<file path="config.mk">
export PLATFORM = sky130hd
export DESIGN_NAME = i2c_arb_ctrl
export DESIGN_NICKNAME = d
export VERILOG_FILES = /design/src/rtl/i2c_arb_pkg.sv /design/src/rtl/i2c_bus_mon.sv /design/src/rtl/i2c_phase_timer.sv /design/src/rtl/i2c_arb_fsm.sv /design/src/rtl/i2c_arb_ctrl.sv
export SDC_FILE = /design/constraint.sdc
export NUM_CORES = 1
export LEC_CHECK = 0
export BUFFER_PORTS_ARGS = -buffer_cell sky130_fd_sc_hd__buf_2
export CAP_MARGIN = 20
export CORE_MARGIN = 2
export CORE_UTILIZATION = 45
export DETAILED_ROUTE_END_ITERATION = 7
export GPL_TIMING_DRIVEN = 1
export PLACE_DENSITY = 0.75
export SLEW_MARGIN = 15
export SYNTH_ARGS = -nofsm -noshare
export SYNTH_HDL_FRONTEND = slang
export SYNTH_SLANG_ARGS = --single-unit
</file>
<file path="constraint.sdc">
create_clock -name clk_i -period 1.6 [get_ports clk_i]
set_clock_uncertainty 0.1 [all_clocks]
set_input_delay 0.4 -clock clk_i [delete_from_list [all_inputs] [get_ports clk_i]]
set_output_delay 0.4 -clock clk_i [all_outputs]
set_load 0.005 [all_outputs]
</file>
<file path="src/rtl/i2c_arb_pkg.sv">
package i2c_arb_pkg;
  typedef enum logic [3:0] {
    S_IDLE, S_STA1, S_STA2, S_HOLD, S_BLO, S_BHI, S_STO1, S_STO2, S_STO3
  } state_e;

  localparam logic [7:0] ST_IDLE  = 8'hF8;
  localparam logic [7:0] ST_START = 8'h08;

  function automatic logic [7:0] lost_code(input logic [1:0] kind);
    case (kind)
      2'd0:    return 8'h38;
      2'd1:    return 8'h68;
      2'd2:    return 8'h78;
      default: return 8'hB0;
    endcase
  endfunction
endpackage

</file>
<file path="src/rtl/i2c_bus_mon.sv">
module i2c_bus_mon (
  input  logic clk_i,
  input  logic rst_ni,
  input  logic scl_i,
  input  logic sda_i,
  input  logic force_free_i,
  output logic busy_o
);
  logic scl_q, sda_q;
  logic start_det, stop_det;

  assign start_det = scl_i & scl_q & sda_q & ~sda_i;
  assign stop_det  = scl_i & scl_q & ~sda_q & sda_i;

  always_ff @(posedge clk_i or negedge rst_ni) begin
    if (!rst_ni) begin
      scl_q  <= 1'b1;
      sda_q  <= 1'b1;
      busy_o <= 1'b0;
    end else begin
      scl_q <= scl_i;
      sda_q <= sda_i;
      if (stop_det || force_free_i) busy_o <= 1'b0;
      else if (start_det)           busy_o <= 1'b1;
    end
  end
endmodule

</file>
<file path="src/rtl/i2c_phase_timer.sv">
module i2c_phase_timer #(
  parameter int unsigned HALF_CYC = 4
) (
  input  logic clk_i,
  input  logic rst_ni,
  input  logic run_i,
  output logic tick_o
);
  localparam int unsigned CNT_W = (HALF_CYC > 1) ? $clog2(HALF_CYC) : 1;
  localparam logic [CNT_W-1:0] LAST = CNT_W'(HALF_CYC - 1);

  logic [CNT_W-1:0] cnt_q;

  assign tick_o = run_i && (cnt_q == LAST);

  always_ff @(posedge clk_i or negedge rst_ni) begin
    if (!rst_ni)               cnt_q <= '0;
    else if (!run_i || tick_o) cnt_q <= '0;
    else                       cnt_q <= cnt_q + 1'b1;
  end
endmodule

</file>
<file path="src/rtl/i2c_arb_fsm.sv">
module i2c_arb_fsm
  import i2c_arb_pkg::*;
(
  input  logic       clk_i,
  input  logic       rst_ni,
  input  logic       sta_set_i,
  input  logic       sta_clr_i,
  input  logic       sto_set_i,
  input  logic       irq_clr_i,
  input  logic       tx_vld_i,
  input  logic       tx_bit_i,
  input  logic [1:0] lost_kind_i,
  input  logic       scl_i,
  input  logic       sda_i,
  input  logic       busy_i,
  input  logic       tick_i,
  output logic       run_o,
  output logic       force_o,
  output logic       scl_oe_o,
  output logic       sda_oe_o,
  output logic       bit_done_o,
  output logic       sta_o,
  output logic       sto_o,
  output logic       irq_o,
  output logic [7:0] status_o
);
  state_e state_q, nxt;
  logic   bit_q, hold_sda_q;
  logic   lost, take;

  always_comb begin
    nxt     = state_q;
    lost    = 1'b0;
    take    = 1'b0;
    force_o = 1'b0;
    case (state_q)
      S_IDLE: if (!irq_o) begin
        if (sto_o)                force_o = 1'b1;   // pseudo-STOP, no line activity
        else if (sta_o && !busy_i) nxt    = S_STA1;
      end
      S_STA1: if (tick_i) nxt = S_STA2;
      S_STA2: if (tick_i) nxt = S_HOLD;
      S_HOLD: if (!irq_o) begin
        if (sto_o)         nxt = S_STO1;
        else if (tx_vld_i) begin nxt = S_BLO; take = 1'b1; end
      end
      S_BLO:  if (tick_i) nxt = S_BHI;
      S_BHI: begin
        if (bit_q && scl_i && !sda_i) begin lost = 1'b1; nxt = S_IDLE; end
        else if (tick_i)              nxt = S_HOLD;
      end
      S_STO1: if (tick_i) nxt = S_STO2;
      S_STO2: if (tick_i) nxt = S_STO3;
      S_STO3: if (tick_i) nxt = S_IDLE;
      default: nxt = S_IDLE;
    endcase
  end

  always_comb begin
    scl_oe_o = 1'b0;
    sda_oe_o = 1'b0;
    case (state_q)
      S_STA1: sda_oe_o = 1'b1;
      S_STA2: begin scl_oe_o = 1'b1; sda_oe_o = 1'b1; end
      S_HOLD: begin scl_oe_o = 1'b1; sda_oe_o = hold_sda_q; end
      S_BLO:  begin scl_oe_o = 1'b1; sda_oe_o = ~bit_q; end
      S_BHI:  sda_oe_o = ~bit_q;
      S_STO1: begin scl_oe_o = 1'b1; sda_oe_o = 1'b1; end
      S_STO2: sda_oe_o = 1'b1;
      default: ;
    endcase
  end

  assign run_o      = (state_q != S_IDLE) && (state_q != S_HOLD);
  assign bit_done_o = (state_q == S_BHI) && tick_i && !lost;

  always_ff @(posedge clk_i or negedge rst_ni) begin
    if (!rst_ni) begin
      state_q    <= S_IDLE;
      bit_q      <= 1'b1;
      hold_sda_q <= 1'b0;
      sta_o      <= 1'b0;
      sto_o      <= 1'b0;
      irq_o      <= 1'b0;
      status_o   <= ST_IDLE;
    end else begin
      state_q <= nxt;
      if (take) bit_q <= tx_bit_i;

      if (state_q == S_STA2 && tick_i)      hold_sda_q <= 1'b1;
      else if (bit_done_o)                  hold_sda_q <= ~bit_q;

      if (sta_set_i)      sta_o <= 1'b1;
      else if (sta_clr_i) sta_o <= 1'b0;

      if (sto_set_i)                                     sto_o <= 1'b1;
      else if (force_o || (state_q == S_STO3 && tick_i)) sto_o <= 1'b0;

      if (lost || (state_q == S_STA2 && tick_i)) irq_o <= 1'b1;
      else if (irq_clr_i)                        irq_o <= 1'b0;

      if (lost)                                    status_o <= lost_code(lost_kind_i);
      else if (state_q == S_STA2 && tick_i)        status_o <= ST_START;
      else if (state_q == S_STO3 && tick_i)        status_o <= ST_IDLE;
      else if (state_q == S_IDLE && !irq_o && !sta_o) status_o <= ST_IDLE;
    end
  end
endmodule

</file>
<file path="src/rtl/i2c_arb_ctrl.sv">
module i2c_arb_ctrl #(
  parameter int unsigned HALF_CYC = 4
) (
  input  logic       clk_i,
  input  logic       rst_ni,
  input  logic       scl_i,
  input  logic       sda_i,
  output logic       scl_oe_o,
  output logic       sda_oe_o,
  input  logic       sta_set_i,
  input  logic       sta_clr_i,
  input  logic       sto_set_i,
  input  logic       irq_clr_i,
  input  logic       tx_vld_i,
  input  logic       tx_bit_i,
  input  logic [1:0] lost_kind_i,
  output logic       bit_done_o,
  output logic       bus_busy_o,
  output logic       sta_o,
  output logic       sto_o,
  output logic       irq_o,
  output logic [7:0] status_o
);
  logic run, tick, force_free;

  i2c_bus_mon u_mon (
    .clk_i(clk_i), .rst_ni(rst_ni), .scl_i(scl_i), .sda_i(sda_i),
    .force_free_i(force_free), .busy_o(bus_busy_o)
  );

  i2c_phase_timer #(.HALF_CYC(HALF_CYC)) u_tmr (
    .clk_i(clk_i), .rst_ni(rst_ni), .run_i(run), .tick_o(tick)
  );

  i2c_arb_fsm u_fsm (
    .clk_i(clk_i), .rst_ni(rst_ni),
    .sta_set_i(sta_set_i), .sta_clr_i(sta_clr_i), .sto_set_i(sto_set_i),
    .irq_clr_i(irq_clr_i), .tx_vld_i(tx_vld_i), .tx_bit_i(tx_bit_i),
    .lost_kind_i(lost_kind_i), .scl_i(scl_i), .sda_i(sda_i),
    .busy_i(bus_busy_o), .tick_i(tick), .run_o(run), .force_o(force_free),
    .scl_oe_o(scl_oe_o), .sda_oe_o(sda_oe_o), .bit_done_o(bit_done_o),
    .sta_o(sta_o), .sto_o(sto_o), .irq_o(irq_o), .status_o(status_o)
  );
endmodule

</file>
==> impl_metrics.py <==
metrics = {
    "status": {
        "status": "finished with violations",
        "failed_checks": "setup timing",
    },
    "floorplan": {
        "die_x_um": 53.38,
        "ios": 27,
        "die-area_mm2": 0.002849,
        "core-area_mm2": 0.002255,
        "initial_core_util": 0.4867,
        "rows": 17,
        "die_y_um": 53.38,
    },
    "cts": {
        "clock_path_buffers": 2,
        "cts_root_buf": "clkbuf_4",
        "tritoncts": "yes",
        "clock_latency_ns": 0.29,
        "clkSlewWorstSetupHoldPaths_ns": 0.11,
        "cts_max_level": 1,
        "cts_made_buffers": 3,
        "clock-sinks": 19,
    },
    "timing": {
        "rsz0062_at_grt": "true",
        "fin_crit_sh": 1.179,
        "setup_viol": 14,
        "setup_tns_ns": -2.856,
        "fmax_ghz": 0.5301,
        "fin_ws_ns": -0.2865,
        "holdWs_ns": 0.1627,
        "slew_viol_final": 0,
        "fin_crit_ns": 1.887,
        "hold_violations": 0,
    },
    "global_route": {
        "grt_usage": 0.2476,
        "grt_max_degree": 20,
        "grt_pass1_vias": 1118,
        "overflow": 0,
        "grt_pass1_wl_um": 5119,
        "antenna_found_initial": 0,
    },
    "finish": {
        "multi_input_area_um2": 718.2,
        "design_area_mm2": 0.001799,
        "fillers": 130,
        "drive_above_1_share": 0.6592,
        "area_delta_synth_final_pct": 63.97,
        "top_register": "u_fsm.status_o",
        "finalNonFillerCells": 207,
        "top_regs": "u_fsm.status_o: 5 flops, u_fsm.state_q: 4 flops, u_tmr.cnt_q: 2 flops",
        "antenna_cells": 0,
        "utilization": 0.7980,
        "largest_reg_flops": 5,
        "num-nets-final": 195,
        "seqCellArea_um2": 489.2,
    },
    "setup_path": {
        "end_kind": "flip-flop",
        "reg2reg_from": "u_fsm.state_q[0]$_DFFE_PN0P_",
        "r2r_slack_ns": -0.29,
        "worstSetupPathType": "reg -> reg",
        "cpPeakStageDelay_ns": 0.46,
        "cpMostUsedCell": "o21ai_2",
        "r2r_end": "u_fsm.state_q[2]$_DFFE_PN0P_",
        "required_ns": 1.69,
        "worstPathMaxFanout": 6,
        "start_kind": "flip-flop",
        "path_cells": "buf_4 -> nor2b_1 -> nand4b_1 -> o2111ai_4 -> o21ai_2 -> o21ai_2",
        "r2r_cells": 6,
        "slowest_stage": "dfrtp_2",
        "crit_arrival_ns": 1.98,
    },
    "logic_synthesis": {
        "syn_inst": 112,
        "synthArstFlopShare": 1.000,
        "ys_types": 44,
        "synth_edf_count": 0,
        "seq_area_frac_synth": 0.4424,
        "synth-seq-cells": 19,
        "netlist_area_mm2": 0.001097,
        "synth-main-ff-cell": "dfrtp_1",
        "syn_avg_cell_area_um2": 9.797,
        "yosysWarnings": 0,
    },
    "place": {
        "place_area_mm2": 0.001429,
        "place.gp.congestion": 0.8755,
        "pre_cts_ws_ns": -0.1747,
        "place_hpwl_um": 2033,
        "placed_cells": 185,
        "io_buffers": 23,
    },
    "pwr": {
        "intPower_mw": 2.002,
        "seq_power_share": 0.254,
        "leakage_nw": 0.8211,
        "swShare": 0.4105,
        "peakVddDrop_v": 0.001736,
        "switching_power_mw": 1.394,
        "finalPower_mw": 3.396,
        "power_frac_clock": 0.073,
        "comb_power_share": 0.673,
        "power_density_mw_per_mm2": 1888,
    },
    "run": {
        "drv_cap": 0,
    },
    "routing": {
        "firstDrtPassIters": 4,
        "detail_route.wl_per_cell_um": 16.86,
        "via_per_inst": 5.778,
        "finalWirelength_um": 3491,
        "drt-initial-drc-count": 39,
        "via_count": 1196,
        "drtAntennaViolNets": 0,
        "drc": 0,
    },
    "worst_hold_path": {
        "min_from": "sta_clr_i",
        "min_path_type": "in -> reg",
        "holdPathEnd": "u_fsm.sta_o$_DFFE_PN0P_",
        "min_path_cells": 2,
    },
}
==> synthesized netlist by cell type, types with 2 or more instances <==
master / instances / share of area
nor3b_1: 2 / 0.014
ha_1: 3 / 0.034
o21ai_1: 5 / 0.023
nand2_1: 5 / 0.017
o2111ai_2: 2 / 0.027
a211oi_1: 4 / 0.027
and3_1: 3 / 0.017
a21oi_1: 6 / 0.027
nor2_1: 13 / 0.044
inv_1: 7 / 0.024
nor2b_1: 3 / 0.017
dfstp_2: 8 / 0.19
buf_4: 6 / 0.041
dfrtp_1: 11 / 0.25
nor4b_2: 2 / 0.027
nand3_1: 4 / 0.018
==> placed cells by master (no fill, tap or decap), drive strengths merged, types with 2 or more instances in the layout <==
cell type	count
buf	68
nor2	15
dfrtp	11
dfstp	8
inv	7
a21oi	6
o21ai	6
a211oi	5
nand2	5
nand3	4
nor4b	3
conb	3
clkbuf	3
nor2b	3
and3	3
ha	3
nor3b	2
o2111ai	2
==> logic make-up after synthesis <==
logic type      count (synthesis)  synth area share
simple gates                   44            0.2406
mux                             1           0.01026
fa+ha+maj                       3           0.03421
buf+inv                        15           0.07297
flops                          19            0.4424
other cells                     1          0.003417
compound gates                 29            0.1961
==> cell type report <==
cell class,instances,share of cell area
clock buffer,3,0.01252
clock inverter,1,0.002782
inverter,7,0.01460
multi-input combinational,80,0.3992
sequential,19,0.2719
tap,28,0.01947
timing repair buffer,69,0.2796
==> power by group through the flow <==
stage	combinational (mW)	clock (mW)	sequential (mW)
after detailed placement	1.41	0	0.882
after floorplan	0.868	0	0.820
after global routing	2.44	0.266	0.886
after CTS	1.93	0.247	0.838
after global placement	1.37	0	0.866
final	2.29	0.248	0.863
==> worst max path at each step <==
stage	start	end	slack [ns]	depth (start not counted)
after CTS	u_fsm.state_q[1]$_DFFE_PN0P_	sda_oe_o	-0.25	6
after global routing	u_fsm.state_q[0]$_DFFE_PN0P_	u_fsm.state_q[1]$_DFFE_PN0P_	-0.34	6
after global placement	u_fsm.state_q[1]$_DFFE_PN0P_	u_fsm.status_o[4]$_DFFE_PN1P_	-0.13	5
final	u_fsm.state_q[0]$_DFFE_PN0P_	u_fsm.state_q[2]$_DFFE_PN0P_	-0.29	6
after detailed placement	u_fsm.state_q[1]$_DFFE_PN0P_	u_fsm.status_o[4]$_DFFE_PN1P_	-0.17	5
after floorplan	u_fsm.state_q[3]$_DFFE_PN0P_	u_fsm.state_q[1]$_DFFE_PN0P_	-0.005	6
==> worst max-delay path: cells and delay by family (launching register included) <==
kind	cells	cell delay (ns)
AO/OA/AOI/OAI	3	0.52
flip-flops	1	0.46
AND/OR/NAND/NOR	2	0.50
buffers and inverters	1	0.19
==> what timing repair did <==
item,in CTS,in global routing
pin swaps,11,11
endpoints found under the setup margin,15,14
hold endpoints to repair,11,0
buffers inserted,15,3
gates resized for setup,21,26
hold buffers,1,0
==> per-layer routing <==
metal	part of all wire	vias up	GRT usage
met5	0	-	0
met4	0.017	0	0.08547
met3	0.079	10	0.02260
met2	0.50	67	0.4198
met1	0.40	584	0.3262
li1	-	535	-
Note: power is estimated with default switching activity, not from simulation.
